[src/rtl/prng_mix_pkg.sv]
package prng_mix_pkg;

    localparam int WORD_W     = 32;
    localparam int NUM_LANES  = 5;
    localparam int NOISE_LANE = 0;
    localparam int SEED_ROT   = 7;
    localparam int NL_ROT_A   = 3;
    localparam int NL_ROT_B   = 13;

    typedef logic [WORD_W-1:0] word_t;
    typedef logic [NUM_LANES-1:0][WORD_W-1:0] lane_vec_t;

    localparam int LANE_LEN [NUM_LANES] = '{31, 29, 23, 19, 17};
    localparam int MIX_ROT  [NUM_LANES] = '{0, 5, 11, 17, 23};
    localparam logic [NUM_LANES-1:0] LANE_GALOIS = 5'b01010;
    localparam word_t LANE_TAPS [NUM_LANES] = '{
        32'h4800_0000, 32'h0800_0001, 32'h0042_0000, 32'h0000_0027, 32'h0001_2000
    };

    typedef struct packed {
        logic  valid;
        word_t word;
    } out_st_t;

    function automatic word_t rotl(word_t x, int n);
        int k;
        k = n % WORD_W;
        if (k == 0) return x;
        return (x << k) | (x >> (WORD_W - k));
    endfunction

endpackage

[src/rtl/prng_lane_fib.sv]
module prng_lane_fib
    import prng_mix_pkg::*;
#(
    parameter int    LEN  = 31,
    parameter word_t TAPS = 32'h4800_0000
) (
    input  logic  clk,
    input  logic  rst_n,
    input  logic  load_i,
    input  word_t seed_i,
    input  logic  noise_i,
    output word_t state_o
);
    localparam logic [63:0] FULL_MASK = (64'd1 << LEN) - 64'd1;
    localparam word_t LEN_MASK = FULL_MASK[WORD_W-1:0];

    word_t state_d, state_q;
    word_t cand;
    logic  fb;

    always_comb begin
        fb = (^(state_q & TAPS)) ^ noise_i;
        if (load_i) cand = seed_i & LEN_MASK;
        else        cand = {state_q[WORD_W-2:0], fb} & LEN_MASK;
        state_d = (cand == '0) ? word_t'(1) : cand;
    end

    always_ff @(posedge clk) begin
        if (!rst_n) state_q <= word_t'(1);
        else        state_q <= state_d;
    end

    assign state_o = state_q;
endmodule

[src/rtl/prng_lane_gal.sv]
module prng_lane_gal
    import prng_mix_pkg::*;
#(
    parameter int    LEN  = 29,
    parameter word_t TAPS = 32'h0800_0001
) (
    input  logic  clk,
    input  logic  rst_n,
    input  logic  load_i,
    input  word_t seed_i,
    output word_t state_o
);
    localparam logic [63:0] FULL_MASK = (64'd1 << LEN) - 64'd1;
    localparam word_t LEN_MASK = FULL_MASK[WORD_W-1:0];

    word_t state_d, state_q;
    word_t cand;

    always_comb begin
        if (load_i) cand = seed_i & LEN_MASK;
        else        cand = ({state_q[WORD_W-2:0], 1'b0} ^ (state_q[LEN-1] ? TAPS : '0)) & LEN_MASK;
        state_d = (cand == '0) ? word_t'(1) : cand;
    end

    always_ff @(posedge clk) begin
        if (!rst_n) state_q <= word_t'(1);
        else        state_q <= state_d;
    end

    assign state_o = state_q;
endmodule

[src/rtl/prng_scrambler.sv]
module prng_scrambler
    import prng_mix_pkg::*;
(
    input  lane_vec_t lanes_i,
    output word_t     word_o
);
    word_t mix;
    word_t nonlin;

    always_comb begin
        mix = '0;
        for (int i = 0; i < NUM_LANES; i++) begin
            mix = mix ^ rotl(lanes_i[i], MIX_ROT[i]);
        end
        nonlin = rotl(lanes_i[0], NL_ROT_A) & rotl(lanes_i[1], NL_ROT_B);
        word_o = mix ^ nonlin;
    end
endmodule

[src/rtl/prng_mix_top.sv]
module prng_mix_top
    import prng_mix_pkg::*;
(
    input  logic        clk,
    input  logic        rst_n,
    input  logic        seed_load,
    input  logic [31:0] seed_data,
    input  logic        noise_bit,
    input  logic        req,
    output logic        rand_valid,
    output logic [31:0] rand_word
);
    lane_vec_t lane_q;
    word_t     scr_word;
    out_st_t   out_d, out_q;

    for (genvar i = 0; i < NUM_LANES; i++) begin : g_lane
        word_t seed_lane;
        assign seed_lane = rotl(seed_data, SEED_ROT * i);
        if (LANE_GALOIS[i]) begin : g_gal
            prng_lane_gal #(.LEN(LANE_LEN[i]), .TAPS(LANE_TAPS[i])) u_lane (
                .clk    (clk),
                .rst_n  (rst_n),
                .load_i (seed_load),
                .seed_i (seed_lane),
                .state_o(lane_q[i])
            );
        end else begin : g_fib
            logic lane_noise;
            assign lane_noise = (i == NOISE_LANE) ? noise_bit : 1'b0;
            prng_lane_fib #(.LEN(LANE_LEN[i]), .TAPS(LANE_TAPS[i])) u_lane (
                .clk    (clk),
                .rst_n  (rst_n),
                .load_i (seed_load),
                .seed_i (seed_lane),
                .noise_i(lane_noise),
                .state_o(lane_q[i])
            );
        end
    end

    prng_scrambler u_scr (
        .lanes_i(lane_q),
        .word_o (scr_word)
    );

    always_comb begin
        out_d       = out_q;
        out_d.valid = req;
        if (req) out_d.word = scr_word;
    end

    always_ff @(posedge clk) begin
        if (!rst_n) out_q <= '0;
        else        out_q <= out_d;
    end

    assign rand_valid = out_q.valid;
    assign rand_word  = out_q.word;
endmodule

[config.mk]
export PLATFORM = sky130hd
export DESIGN_NAME = prng_mix_top
export DESIGN_NICKNAME = d
export VERILOG_FILES = /design/src/rtl/prng_mix_pkg.sv /design/src/rtl/prng_lane_fib.sv /design/src/rtl/prng_lane_gal.sv /design/src/rtl/prng_scrambler.sv /design/src/rtl/prng_mix_top.sv
export SDC_FILE = /design/constraint.sdc
export NUM_CORES = 1
export LEC_CHECK = 0
export BUFFER_PORTS_ARGS = -buffer_cell sky130_fd_sc_hd__buf_4
export CORE_MARGIN = 5
export CORE_UTILIZATION = 35
export CTS_CLUSTER_DIAMETER = 30
export DETAILED_ROUTE_END_ITERATION = 10
export PLACE_DENSITY = 0.58
export SYNTH_ARGS = -nofsm -noshare
export SYNTH_HDL_FRONTEND = slang
export SYNTH_HIERARCHICAL = 1
export SYNTH_SLANG_ARGS = --single-unit
[constraint.sdc]
create_clock -name clk -period 1.9 [get_ports clk]
set_clock_uncertainty 0.15 [all_clocks]
set_input_delay 0.095 -clock clk [delete_from_list [all_inputs] [get_ports clk]]
set_output_delay 0.095 -clock clk [all_outputs]
set_load 0.1 [all_outputs]
# Yosys cells after proc, flatten, opt, wreduce, memory -nomap -nowiden
# Index checks and enable logic that the tools add are counted.
[op_classes]
n_mux = 7
bitwise = 20
n_reduce_logical = 13
[op_table]
columns = ["cell", "n"]
rows = [
  ["zero test 32 bit", 5],
  ["bitwise XOR 32 bit", 5],
  ["XOR reduction 32 bit", 3],
  ["bitwise AND 32 bit", 1],
  ["bitwise OR 32 x 10 -> 32 bit", 1],
  ["bitwise OR 32 x 11 -> 32 bit", 1],
  ["bitwise OR 32 x 2 -> 32 bit", 1],
  ["bitwise OR 32 x 23 -> 32 bit", 1],
  ["bitwise OR 32 x 3 -> 32 bit", 1],
  ["bitwise OR 32 x 4 -> 32 bit", 1],
  ["two-way mux 31 bit", 1],
  ["two-way mux 29 bit", 1],
  ["bitwise OR 29 x 7 -> 29 bit", 1],
  ["bitwise XOR 29 x 28 -> 29 bit", 1],
  ["two-way mux 28 bit", 1],
  ["two-way mux 23 bit", 1],
  ["bitwise OR 23 x 14 -> 23 bit", 1],
  ["two-way mux 19 bit", 1],
  ["bitwise OR 1 x 19 -> 19 bit, first input constant", 1],
  ["bitwise XOR 19 x 6 -> 19 bit", 1],
  ["two-way mux 17 bit", 1],
  ["bitwise OR 1 x 17 -> 17 bit, first input constant", 1],
  ["OR reduction 2 bit", 5],
  ["two-way mux 6 bit", 1],
  ["other kinds (2)", 2],
]
[word_totals]
ff_bits = 177
in_bits = 37
output_inout_bits = 33
elab_cells = 47

# Logic depth before layout (Yosys ltp)
# Gate-level depths: netlist (run 1).
[logic_depth]
depth_word = 6
ltp_mapped = 6
ltp_nobuf = 5

# By module
# The synthesis (run 1) kept the hierarchy.
[by_module_without_submodules]
columns = ["mod", "instances", "cells_per_inst", "area_each_um2", "seq_area_each_um2"]
rows = [
  ["prng_scrambler", 1, 192, 1521.5, 0.0],
  ["prng_lane_fib at g_lane[0].g_fib.u_lane", 1, 127, 1346.3, 620.6],
  ["prng_mix_top", 1, 106, 1273.7, 660.6],
  ["prng_lane_gal at g_lane[1].g_gal.u_lane", 1, 125, 1272.5, 580.6],
  ["prng_lane_fib at g_lane[2].g_fib.u_lane", 1, 106, 1086.0, 460.4],
  ["prng_lane_gal at g_lane[3].g_gal.u_lane", 1, 95, 938.4, 380.4],
  ["prng_lane_fib at g_lane[4].g_fib.u_lane", 1, 86, 857.1, 340.3],
]

# Worst setup path before layout (run 1)
# No wires, ideal clock.
[synth_path]
path_type = "register to register"
start = "register g_lane[3].g_gal.u_lane.state_q[7]"
end = "register g_lane[3].g_gal.u_lane.state_q[0]"
setup_time_ns = 0.073
t_arrival_ns = 1.272
t_required_ns = 1.677
setup_slack_ns = 0.405
path_stages_with_launch = 5
n_path_buf = 0
period_less_slack_ns = 1.495
path_cell_list = "dfxtp_1 or4_1 nor4b_2 a21oi_1 o211ai_2"
[synth_via]
elab_chain_cells = 4
[synth_lines]
columns = ["element", "line_no", "text"]
rows = [
  ["start: declaration", "prng_lane_gal.sv:16", "word_t state_d, state_q;"],
  ["start signal: assignment", "prng_lane_gal.sv:26", "if (!rst_n) state_q <= word_t'(1);"],
  ["start signal: assignment", "prng_lane_gal.sv:27", "else state_q <= state_d;"],
  ["bitwise XOR 19 x 6 -> 19 bit", "prng_lane_gal.sv:21", "else cand = ({state_q[WORD_W-2:0], 1'b0} ^ (state_q[LEN-1] ? TAPS : '0)) & LEN_MASK;"],
  ["two-way mux 19 bit", "prng_lane_gal.sv:20", "if (load_i) cand = seed_i & LEN_MASK;"],
  ["zero test 32 bit", "prng_lane_gal.sv:22", "state_d = (cand == '0) ? word_t'(1) : cand;"],
  ["OR reduction 2 bit (no source line)", "--", ""],
]
# Every way passes these cells.
# A chain may end at the register's enable or synchronous reset.

# Worst setup path after layout (run 1)
[layout_path]
start = "input seed_load"
end = "register g_lane[0].g_fib.u_lane.state_q[0]"
[layout_via]
elab_chain_cells = 3
[layout_lines]
columns = ["element", "line_no", "text"]
rows = [
  ["start: declaration", "prng_mix_top.sv:6", "input logic seed_load,"],
  ["two-way mux 31 bit (*)", "prng_lane_fib.sv:23", "if (load_i) cand = seed_i & LEN_MASK;"],
  ["zero test 32 bit", "prng_lane_fib.sv:25", "state_d = (cand == '0) ? word_t'(1) : cand;"],
  ["OR reduction 2 bit (no source line)", "--", ""],
  ["end signal: assignment", "prng_lane_fib.sv:29", "if (!rst_n) state_q <= word_t'(1);"],
  ["end signal: assignment", "prng_lane_fib.sv:30", "else state_q <= state_d;"],
  ["end: declaration", "prng_lane_fib.sv:17", "word_t state_d, state_q;"],
]
# Every way passes the cells marked *; elsewhere a longest branch is shown, timed or not.

==> metrics.md, run 1 <==
| Metric | Value |
|---|---|
| Register area share after synthesis | `36.7%` |
| Global-route wire length before repair | `39.9 mm` |
| Number of H-tree levels | `4` |
| DR iter-0 viols | `569` |
| Most common cell after layout, fill and taps aside | `dfxtp_1` |
| Number of post-CTS setup repair buffers | `0` |
| Synth Cell Area | `8300 sq um` |
| Power per Cell Area | `984 nW/um^2` |
| Max_slew headroom | `60.2%` |
| Area growth, synth to finish | `19.6%` |
| Worst path max stage delay | `550 ps` |
| Mapped Cells | `837` |
| Final hold slack | `51.9 ps` |
| Post-synth EDFFs | `0` |
| Worst path required time | `2060 ps` |
| Fin crit share | `92.3%` |
| Number of global-route vias before repair | `6,086` |
| Synth Area per Inst | `9.91 sq um` |
| Max_cap viols | `0` |
| # fillers | `2,321` |
| Synth warn | `6` |
| Cell variety after synth | `41` |
| Number of cells after detailed placement | `1,205` |
| Crit path max fanout | `25` |
| Share of cells above drive strength 1 | `12.9%` |
| Clk pwr share | `35.5%` |
| #FFs+latches synth | `152` |
| Register area | `3040 sq um` |
| Synth Flop Type | `dfxtp_1` |
| Pleak | `4.13 nW` |
| RSZ-0062 raised after global routing | `no` |
| CP Launch Type | `primary input` |
| Post-route minimum period | `1750 ps` |
| Sw power | `3.36 mW` |
| # rows | `56` |
| Die Ht | `164 um` |
| Internal Power | `6.41 mW` |
| Avg Vias per Cell | `4.91` |
| Critical-path cell list | `dlygate4sd3_1 -> buf_6 -> buf_12 -> buf_4 -> nor4_1 -> nand4_1 -> nor2_1 -> or3_1` |
| Clock Latency Late Sink | `430 ps` |
| CTS tree | `yes` |
| Inserted Diodes | `0` |
| Via count | `6,249` |
| PnR worst setup slack | `146 ps` |
| Multi-input logic area | `4850 sq um` |
| Setup WS pre-CTS | `311 ps` |
| Initial antenna violation count | `1` |
| Routed wl met3 | `1.90 mm` |
| Crit end category | `register` |
| First-pass detailed-route iteration total | `5` |
| DRC Markers | `0` |
| Post-Route WL | `26.8 mm` |
| Largest net degree at the start of global routing | `60` |
| Worst min path class | `primary input to register` |
| Setup tns final | `0 ps` |
| Clock Tree Buf Depth | `2` |
| Final Hold Viols | `0` |
| Slew Limit Fails | `0` |
| CTS clk-pin slew, worst paths | `60 ps` |
| Flop pwr share | `38.4%` |
| PortBufs | `69` |
| Slowest CP cell | `dlygate4sd3_1` |
| WL/cell | `21.1 um` |
| # clock sinks | `152` |
| Worst setup path class | `primary input to register` |
| Worst EP arrival | `1910 ps` |
| Outcome | `completed` |
| Worst-Margin Slew | `597 ps` |
| Initial Util | `35.4%` |
| Hold Startpoint | `noise_bit` |
| Die width | `164 um` |
| Final setup fails | `0` |
| Logic pwr share | `26.1%` |
| Max Fclk | `570 MHz` |
| DR WL met2 | `12.0 mm` |
| Gp weighted congestion | `0.927` |
| Full die area | `26,900 sq um` |
| Uppermost layer routed | `met4` |
| Overflow after GRT | `0` |
| Fraction of registers with async set/reset | `0%` |
| Sw frac | `34.4%` |
| R2R Path Start | `g_lane[1].g_gal.u_lane/state_o[26]$_SDFF_PP0_` |
| Final #Nets | `977` |
| Cts repair resizes | `0` |
| Setup crit start | `seed_load` |
| Fin cells | `1,272` |
| Post-DP HPWL | `19.6 mm` |
| Root buffer cell | `clkbuf_16` |
| Num CTS Buffers | `17` |
| Global Route Usage Sum | `20.2%` |
| Final ANT Viol Nets | `0` |
| Core area | `23,400 sq um` |
| Top Ports | `70` |
| M1 WL | `12.3 mm` |
| Most frequent cells in the layout | `dfxtp_1, mux2i_1, nor2b_1, xnor2_1, buf_4` |
| Max VDD drop | `0.572 mV` |
-- cell usage after synthesis (3+ instances only) --
library cell,count,share of area (%)
buf_12,3,0.72
nor4_1,33,2.5
buf_4,46,4.2
nor2b_1,143,11
buf_6,4,0.54
mux2i_1,144,17
nor3_1,13,0.78
xor2_1,67,7.1
clkbuf_1,14,0.63
buf_2,7,0.42
nand4_1,9,0.68
conb_1,6,0.27
nor2_1,11,0.50
or4_1,6,0.54
nand2_1,39,1.8
o21ai_0,4,0.24
dfxtp_1,152,37
nor4b_1,3,0.32
xnor2_1,103,11
-- what timing repair did --
item,CTS,global route
endpoints found under the setup margin,0,0
endpoints found under the hold margin,119,0
hold buffers,35,0
-- worst paths after layout --
check	slack, ps	end	depth (start not counted)
setup / recovery	150	g_lane[0].g_fib.u_lane/state_o[0]$_SDFF_PP1_	8
hold / removal	50	g_lane[0].g_fib.u_lane/state_o[0]$_SDFF_PP1_	5
setup reg to reg	270	rand_word[31]$_SDFFE_PN0P_	5
hold reg to reg	370	rand_word[0]$_SDFFE_PN0P_	2
-- power by group through the flow --
stage / Combinational [mW] / Clock [mW] / Sequential (mW)
after floorplan: 1.21 / 0 / 4.43
after global placement: 2.47 / 0 / 3.82
after detailed placement: 2.48 / 0 / 3.82
after CTS: 2.54 / 3.53 / 3.75
after global routing: 2.69 / 3.66 / 3.78
final: 2.55 / 3.46 / 3.75
-- kinds of logic after synthesis --
group / Yosys count / synth area share, %
AO/OA/AOI/OAI: 19 / 1.61
multiplexers: 144 / 17.4
other: 6 / 0.271
buffers and inverters: 75 / 6.53
XOR/XNOR: 170 / 17.9
AND/OR/NAND/NOR: 271 / 19.6
flip-flops: 152 / 36.7
-- stage by stage --
| stage | cell area (sq um) | util [%] | power [mW] |
|---|---|---|---|
| 2_1_floorplan | 8430 | - | 5.64 |
| 3_3_place_gp | 8970 | 38.3 | 6.29 |
| 3_5_place_dp | 8970 | 38.3 | 6.30 |
| 4_1_cts | 9920 | 42.4 | 9.82 |
| 5_1_grt | 9920 | 42.4 | 10.1 |
| 6_report | 9920 | 42.4 | 9.76 |
-- critical path, delay by kind of cell --
family / cells / cell delay (ps)
buffers and inverters: 4 / 1230
and+or+nand+nor: 4 / 570
-- state kept, by name, summed over array words and instances (netlist names) --
| signal | count |
|---|---|
| g_lane.g_fib.u_lane/state_o | 71 |
| rand_valid | 1 |
| g_lane.g_gal.u_lane/state_o | 48 |
| rand_word | 32 |
-- area by class of cell --
| cell class | count | area share, % |
|---|---|---|
| inverter | 1 | 0.0378 |
| multi-input combinational | 647 | 48.9 |
| clock buffer | 19 | 4.57 |
| tap | 319 | 4.02 |
| clock inverter | 13 | 1.48 |
| sequential | 152 | 30.7 |
| timing repair buffer | 121 | 10.3 |
-- metal layers --
layer / GRT usage (%) / vias up
li1: - / 2954
met5: 0 / -
met1: 29.1 / 2947
met2: 31.5 / 299
met4: 4.96 / 0
met3: 3.71 / 49
Note: power is estimated with default switching activity, not from simulation.
==> inputs of run 2 (changes only) <==
- PLACE_DENSITY: 0.58 -> 0.59
- RECOVER_POWER: unset -> 50
- SYNTH_HIERARCHICAL: 1 -> unset
==> run 2 against run 1 <==
Against the previous run: synthesized cell count decreased by 6.7%; hold slack got worse by 22 ps; non-clock buffer count increased by 24; critical path depth decreased by 4; largest cell class unchanged.
==> metrics.md, run 2 <==
| Metric | Value |
|---|---|
| Worst-Margin Slew | `715 ps (was 597 ps)` |
| Setup WS pre-CTS | `47.0 ps (was 311 ps)` |
| Most frequent cells in the layout | `dfxtp_1, nand2b_1, a21oi_1, xnor2_1, buf_4 (was dfxtp_1, mux2i_1, nor2b_1, xnor2_1, buf_4)` |
| Top Ports | `70 (unchanged)` |
| Synth Area per Inst | `8.88 sq um (was 9.91 sq um)` |
| DR iter-0 viols | `866 (was 569)` |
| Synth Cell Area | `6940 sq um (was 8300 sq um)` |
| Max Fclk | `543 MHz (was 570 MHz)` |
| RR Endpoint | `g_lane[1].g_gal.u_lane.state_o[0]$_SDFF_PP1_ (was rand_word[31]$_SDFFE_PN0P_)` |
| Hold path cells | `5 (unchanged)` |
| CTS tree | `yes (unchanged)` |
| Slew Limit Fails | `0 (unchanged)` |
| Max VDD drop | `0.577 mV (was 0.572 mV)` |
| # rows | `51 (was 56)` |
| Die Ht | `151 um (was 164 um)` |
| Via count | `6,438 (was 6,249)` |
| # clock sinks | `152 (unchanged)` |
| Largest net degree at the start of global routing | `56 (was 60)` |
| Max_cap viols | `0 (unchanged)` |
| Final #Nets | `939 (was 977)` |
| Synth top cells by count | `dfxtp_1, nand2b_1, a21oi_1 (was dfxtp_1, mux2i_1, nor2b_1)` |
| Post-Route WL | `26.9 mm (was 26.8 mm)` |
| Number of post-CTS setup repair buffers | `0 (unchanged)` |
| Synth warn | `0 (was 6)` |
| Synth Flop Type | `dfxtp_1 (unchanged)` |
| Gp weighted congestion | `0.960 (was 0.927)` |
| Placed instance area | `7990 sq um (was 8970 sq um)` |
| Overflow after GRT | `0 (unchanged)` |
| Final setup fails | `0 (unchanged)` |
| PnR worst setup slack | `58.9 ps (was 146 ps)` |
| Clock Tree Buf Depth | `2 (unchanged)` |
| PortBufs | `69 (unchanged)` |
| R2R Path Start | `g_lane[1].g_gal.u_lane.state_o[18]$_SDFF_PP0_ (was g_lane[1].g_gal.u_lane/state_o[26]$_SDFF_PP0_)` |
| Yosys top cell by area | `dfxtp_1 (unchanged)` |
| Share of cells above drive strength 1 | `17.0% (was 12.9%)` |
| Initial antenna violation count | `0 (was 1)` |
| Global-route wire length before repair | `39.2 mm (was 39.9 mm)` |
| Most common cell in the netlist | `dfxtp_1 (unchanged)` |
| Hold worst-path end | `g_lane[4].g_fib.u_lane.state_o[0]$_SDFF_PP1_ (was g_lane[0].g_fib.u_lane/state_o[0]$_SDFF_PP1_)` |
| Core area | `19,500 sq um (was 23,400 sq um)` |
| Post-route minimum period | `1840 ps (was 1750 ps)` |
| Syn nets | `818` |
| #FFs+latches synth | `152 (unchanged)` |
| CTS clk-pin slew, worst paths | `60 ps (about the same)` |
| Final Hold Viols | `0 (unchanged)` |
| Worst setup path class | `register to register (was primary input to register)` |
| R2R Setup Slk | `60 ps (was 270 ps)` |
| Global Route Usage Sum | `23.8% (was 20.2%)` |
| Number of global-route vias before repair | `6,132 (was 6,086)` |
| Worst min path class | `primary input to register (unchanged)` |
| Final ANT Viol Nets | `0 (unchanged)` |
| Multi-input logic area | `3710 sq um (was 4850 sq um)` |
| Fin crit share | `96.9% (was 92.3%)` |
| Post-synth EDFFs | `0 (unchanged)` |
| Crit path max fanout | `2 (was 25)` |
| CP Launch Type | `register (was primary input)` |
| Setup tns final | `0 ps (unchanged)` |
| Inserted Diodes | `0 (unchanged)` |
| Clock Latency Late Sink | `430 ps (about the same)` |
| WL/cell | `22.8 um (was 21.1 um)` |
| Cell variety after synth | `40 (was 41)` |
| Die width | `151 um (was 164 um)` |
| Initial Util | `35.6% (was 35.4%)` |
| Register area share after synthesis | `43.9% (was 36.7%)` |
| Synth top area cells | `dfxtp_1, xnor2_1, nand2b_1 (was dfxtp_1, mux2i_1, xnor2_1)` |
| Worst EP arrival | `2040 ps (was 1910 ps)` |
| Mapped Cells | `781 (was 837)` |
| Share of the synthesized area in the top cell type | `43.9% (was 36.7%)` |
| Fraction of registers with async set/reset | `0% (unchanged)` |
| Post-DP HPWL | `20.6 mm (was 19.6 mm)` |
| Post-route cell area | `8850 sq um (was 9920 sq um)` |
| Outcome | `completed (unchanged)` |
| First-pass detailed-route iteration total | `5 (unchanged)` |
| Avg Vias per Cell | `5.46 (was 4.91)` |
| Root buffer cell | `clkbuf_16 (unchanged)` |
| Hold Startpoint | `seed_data[5] (was noise_bit)` |
| Most common cell after layout, fill and taps aside | `dfxtp_1 (unchanged)` |
| RSZ-0062 raised after global routing | `no (unchanged)` |
| Register area | `3040 sq um (unchanged)` |
| Max_slew headroom | `52.3% (was 60.2%)` |
| Power per Cell Area | `1050 nW/um^2 (was 984 nW/um^2)` |
| Worst path required time | `2100 ps (was 2060 ps)` |
| Crit end category | `register (unchanged)` |
| Num CTS Buffers | `17 (unchanged)` |
| Full die area | `22,700 sq um (was 26,900 sq um)` |
| DRC Markers | `0 (unchanged)` |
| Area growth, synth to finish | `27.5% (was 19.6%)` |
| # fillers | `1,932 (was 2,321)` |
| Number of H-tree levels | `4 (unchanged)` |
| Max FFs per register | `71 (unchanged)` |
| Pleak | `3.33 nW (was 4.13 nW)` |
| Worst R2R Path Depth | `4 (was 5)` |
==> run 2: cell types whose count changed after synthesis, moves of 31 or more <==
cell / before / now
nor2_1: 11 / 42
xor2_1: 67 / 25
nand2b_1: 1 / 114
mux2i_1: 144 / 8
buf_4: 46 / 1
nor2b_1: 143 / 0
a21oi_1: 2 / 113
==> run 2: repair_timing <==
item	CTS	global route
endpoints found under the hold margin	66	0
gates resized for setup	0	2
hold buffers	28	0
setup endpoints to repair	0	1
==> run 2: logic make-up after synthesis <==
| family | count (synthesis) | synth area share (%) |
|---|---|---|
| buffers and inverters | 45 | 2.74 |
| xor gates and xnor gates | 123 | 15.5 |
| DFF | 152 | 43.9 |
| and+or+nand+nor | 283 | 22.6 |
| AOI/OAI and AO/OA | 170 | 14.1 |
| muxes | 8 | 1.15 |
==> run 2: layer usage <==
metal | vias to the layer above | part of all wire, % | GRT usage (%)
li1 | 2922 | - | -
met1 | 3042 | 43 | 32.3
met2 | 401 | 42 | 34.4
met3 | 73 | 11 | 8.05
met4 | 0 | 4.4 | 10.2
met5 | - | 0 | 0
==> run 2: final cells by class <==
type	instances	share of cell area, %
timing repair buffer	145	12.4
multi-input combinational	584	42.0
inverter	2	0.0849
clock buffer	21	5.21
clock inverter	11	2.21
sequential	152	34.4
tap	265	3.75
==> run 2: worst max-delay path by stage <==
stage	from	to	slack, ps	cells past startpoint
after floorplan	g_lane[2].g_fib.u_lane.state_o[17]$_SDFF_PP0_	g_lane[2].g_fib.u_lane.state_o[0]$_SDFF_PP1_	310	4
after global placement	g_lane[1].g_gal.u_lane.state_o[18]$_SDFF_PP0_	g_lane[1].g_gal.u_lane.state_o[0]$_SDFF_PP1_	110	4
after detailed placement	g_lane[1].g_gal.u_lane.state_o[18]$_SDFF_PP0_	g_lane[1].g_gal.u_lane.state_o[0]$_SDFF_PP1_	50	4
after CTS	g_lane[1].g_gal.u_lane.state_o[18]$_SDFF_PP0_	g_lane[1].g_gal.u_lane.state_o[0]$_SDFF_PP1_	30	4
after global routing	seed_data[12]	g_lane[3].g_gal.u_lane.state_o[0]$_SDFF_PP1_	60	6
final	g_lane[1].g_gal.u_lane.state_o[18]$_SDFF_PP0_	g_lane[1].g_gal.u_lane.state_o[0]$_SDFF_PP1_	60	4
==> run 2: where the power goes <==
| group | switching (mW) | internal, mW | total [mW] |
|---|---|---|---|
| clock network | 1.36 | 2.41 | 3.76 |
| logic | 1.26 | 0.638 | 1.90 |
| registers | 0.228 | 3.41 | 3.63 |
==> run 2: critical path, stage by stage, from the launching register on <==
cell	delay, ps
dfxtp_1	310
or4_1	540
nor4_2	390
o221ai_1	200
o2111ai_1	190
==> run 2: through the flow <==
step,power [mW],hold slack (ps),utilization (%),instances
6_report,9.30,30.0,45.5,1180
5_1_grt,9.59,14.1,45.5,1180
4_1_cts,9.34,5.78,45.9,1180
3_5_place_dp,5.56,252,41.1,1120
3_3_place_gp,5.56,247,41.1,1120
2_1_floorplan,4.90,88.9,-,781
==> inputs of run 3 (changes only) <==
- CORE_MARGIN: 5 -> unset
==> run 3 against run 2 <==
Against the previous run: worst setup slack better by 35 ps; routed wire length is 1.8% lower; count of clock-buffer cells in the layout rose by 1; hold slack gained 2.2 ps; register-to-register slack improved by 50 ps; highest routed layer unchanged; sequential power is essentially flat; cell count shrank 0.25%.
==> metrics.md, run 3 (synthesis results as in run 2) <==
| Metric | Value |
|---|---|
| Outcome | `completed (unchanged)` |
| Via count | `6,342 (was 6,438)` |
| CTS tree | `yes (unchanged)` |
| Final #Nets | `935 (was 939)` |
| Worst R2R Path Depth | `4 (unchanged)` |
| Die Ht | `143 um (was 151 um)` |
| R2R Setup Slk | `110 ps (was 60 ps)` |
| Pleak | `3.27 nW (was 3.33 nW)` |
| Final setup fails | `0 (unchanged)` |
| Max Fclk | `554 MHz (was 543 MHz)` |
| Register area | `3040 sq um (unchanged)` |
| Clock Tree Buf Depth | `2 (unchanged)` |
| Number of cells after detailed placement | `1,118 (was 1,120)` |
| WL/cell | `22.4 um (was 22.8 um)` |
| Most frequent cells in the layout | `dfxtp_1, nand2b_1, a21oi_1, xnor2_1, buf_4 (unchanged)` |
| Global-route wire length before repair | `38.4 mm (was 39.2 mm)` |
| Max_slew headroom | `47.8% (was 52.3%)` |
| Worst EP arrival | `2000 ps (was 2040 ps)` |
| Num CTS Buffers | `17 (unchanged)` |
| # clock sinks | `152 (unchanged)` |
| RR Endpoint | `g_lane[1].g_gal.u_lane.state_o[0]$_SDFF_PP1_ (unchanged)` |
| Post-DP HPWL | `20.0 mm (was 20.6 mm)` |
| Avg Vias per Cell | `5.39 (was 5.46)` |
| Largest net degree at the start of global routing | `82 (was 56)` |
| Full die area | `20,400 sq um (was 22,700 sq um)` |
| Number of post-CTS setup repair buffers | `0 (unchanged)` |
| Die width | `143 um (was 151 um)` |
| Multi-input logic area | `3720 sq um (was 3710 sq um)` |
| R2R Path Start | `g_lane[1].g_gal.u_lane.state_o[18]$_SDFF_PP0_ (unchanged)` |
| Fin crit share | `95.0% (was 96.9%)` |
| Crit end category | `register (unchanged)` |
| Number of global-route vias before repair | `5,791 (was 6,132)` |
| Worst min path class | `primary input to register (unchanged)` |
| Setup crit start | `seed_data[31] (was g_lane[1].g_gal.u_lane.state_o[18]$_SDFF_PP0_)` |
| DR iter-0 viols | `790 (was 866)` |
| Worst path required time | `2090 ps (was 2100 ps)` |
| Final hold slack | `32.2 ps (was 30.0 ps)` |
| Area growth, synth to finish | `26.6% (was 27.5%)` |
| Max FFs per register | `71 (unchanged)` |
| Most common cell after layout, fill and taps aside | `dfxtp_1 (unchanged)` |
| # rows | `51 (unchanged)` |
| Overflow after GRT | `0 (unchanged)` |
| Initial Util | `35.6% (unchanged)` |
| # fillers | `1,962 (was 1,932)` |
| CP Launch Type | `primary input (was register)` |
| RSZ-0062 raised after global routing | `no (unchanged)` |
| Fin cells | `1,177 (was 1,180)` |
| Number of H-tree levels | `4 (unchanged)` |
| Top Ports | `70 (unchanged)` |
| Post-route minimum period | `1810 ps (was 1840 ps)` |
| Final Hold Viols | `0 (unchanged)` |
| Root buffer cell | `clkbuf_16 (unchanged)` |
| Power per Cell Area | `1020 nW/um^2 (was 1050 nW/um^2)` |
| CTS clk-pin slew, worst paths | `60 ps (about the same)` |
| Crit path max fanout | `3 (was 2)` |
| Worst-Margin Slew | `776 ps (was 715 ps)` |
| Max_cap viols | `0 (unchanged)` |
| Max VDD drop | `0.630 mV (was 0.577 mV)` |
| First-pass detailed-route iteration total | `5 (unchanged)` |
| PortBufs | `69 (unchanged)` |
| Core area | `19,500 sq um (unchanged)` |
| Initial antenna violation count | `1 (was 0)` |
| Worst setup path class | `primary input to register (was register to register)` |
| Gp weighted congestion | `0.968 (was 0.960)` |
| Clock Latency Late Sink | `430 ps (about the same)` |
| Final ANT Viol Nets | `0 (unchanged)` |
| Power Total | `8.95 mW (was 9.30 mW)` |
| CP endpoint | `g_lane[1].g_gal.u_lane.state_o[0]$_SDFF_PP1_ (unchanged)` |
| Slew Limit Fails | `0 (unchanged)` |
| Global Route Usage Sum | `26.8% (was 23.8%)` |
| Setup tns final | `0 ps (unchanged)` |
| DRC Markers | `0 (unchanged)` |
| Post-Route WL | `26.4 mm (was 26.9 mm)` |
| Share of cells above drive strength 1 | `16.8% (was 17.0%)` |
==> run 3: cell type report <==
class / count / area share (%)
Timing Repair Buffer: 141 / 12.4
Tap cell: 265 / 3.77
Sequential cell: 152 / 34.6
Multi-Input combinational cell: 584 / 42.3
Clock buffer: 22 / 5.40
Inverter: 2 / 0.0855
Clock inverter: 10 / 1.34
Antenna cell: 1 / 0.0285
==> run 3: worst min-delay path by stage <==
stage             startpoint                                      endpoint  depth (start not counted)
6_report       seed_data[18]  g_lane[2].g_fib.u_lane.state_o[0]$_SDFF_PP1_                          4
2_1_floorplan          rst_n                    rand_word[31]$_SDFFE_PN0P_                          2
5_1_grt        seed_data[18]  g_lane[3].g_gal.u_lane.state_o[7]$_SDFF_PP0_                          3
4_1_cts         seed_data[8]  g_lane[4].g_fib.u_lane.state_o[0]$_SDFF_PP1_                          5
3_5_place_dp    seed_data[4]  g_lane[4].g_fib.u_lane.state_o[0]$_SDFF_PP1_                          3
3_3_place_gp    seed_data[4]  g_lane[4].g_fib.u_lane.state_o[0]$_SDFF_PP1_                          3
==> run 3: stage by stage <==
| stage | setup slack [ps] | cell area (sq um) | util (%) |
|---|---|---|---|
| 2_1_floorplan | 309 | 6940 | - |
| 3_3_place_gp | -27.9 | 8000 | 41.1 |
| 3_5_place_dp | -29.7 | 8000 | 41.1 |
| 4_1_cts | 70.4 | 8860 | 45.5 |
| 5_1_grt | 20.4 | 8780 | 45.1 |
| 6_report | 94.2 | 8780 | 45.1 |
==> run 3: routing by layer <==
metal	up-vias	GRT usage [%]	wire length [um]
met5	-	0	0
met4	0	11.4	970
met3	60	8.35	3230
met2	413	38.1	10900
met1	2954	37.0	11300
li1	2915	-	-
==> run 3: worst max-delay path: stages <==
cell and delay [ps]:
dlygate4sd3_1 540, buf_4 160, or4b_2 650, nor3_1 200, o221ai_1 140, o2111ai_1 210
==> run 3: power by group <==
part           internal (mW)  switching (mW)  leakage, nW
Sequential              3.41           0.220         1.26
Clock                   2.04            1.38        0.279
Combinational          0.644            1.26         1.74
Total                   6.09            2.86         3.27
==> run 3: repair_timing <==
| action | 4_1_cts | 5_1_grt |
|---|---|---|
| pin swaps | 0 | 0 |
| hold buffers | 26 | 0 |
| endpoints found under the setup margin | 1 | 1 |
| gates resized for setup | 1 | 1 |
| endpoints found under the hold margin | 62 | 0 |
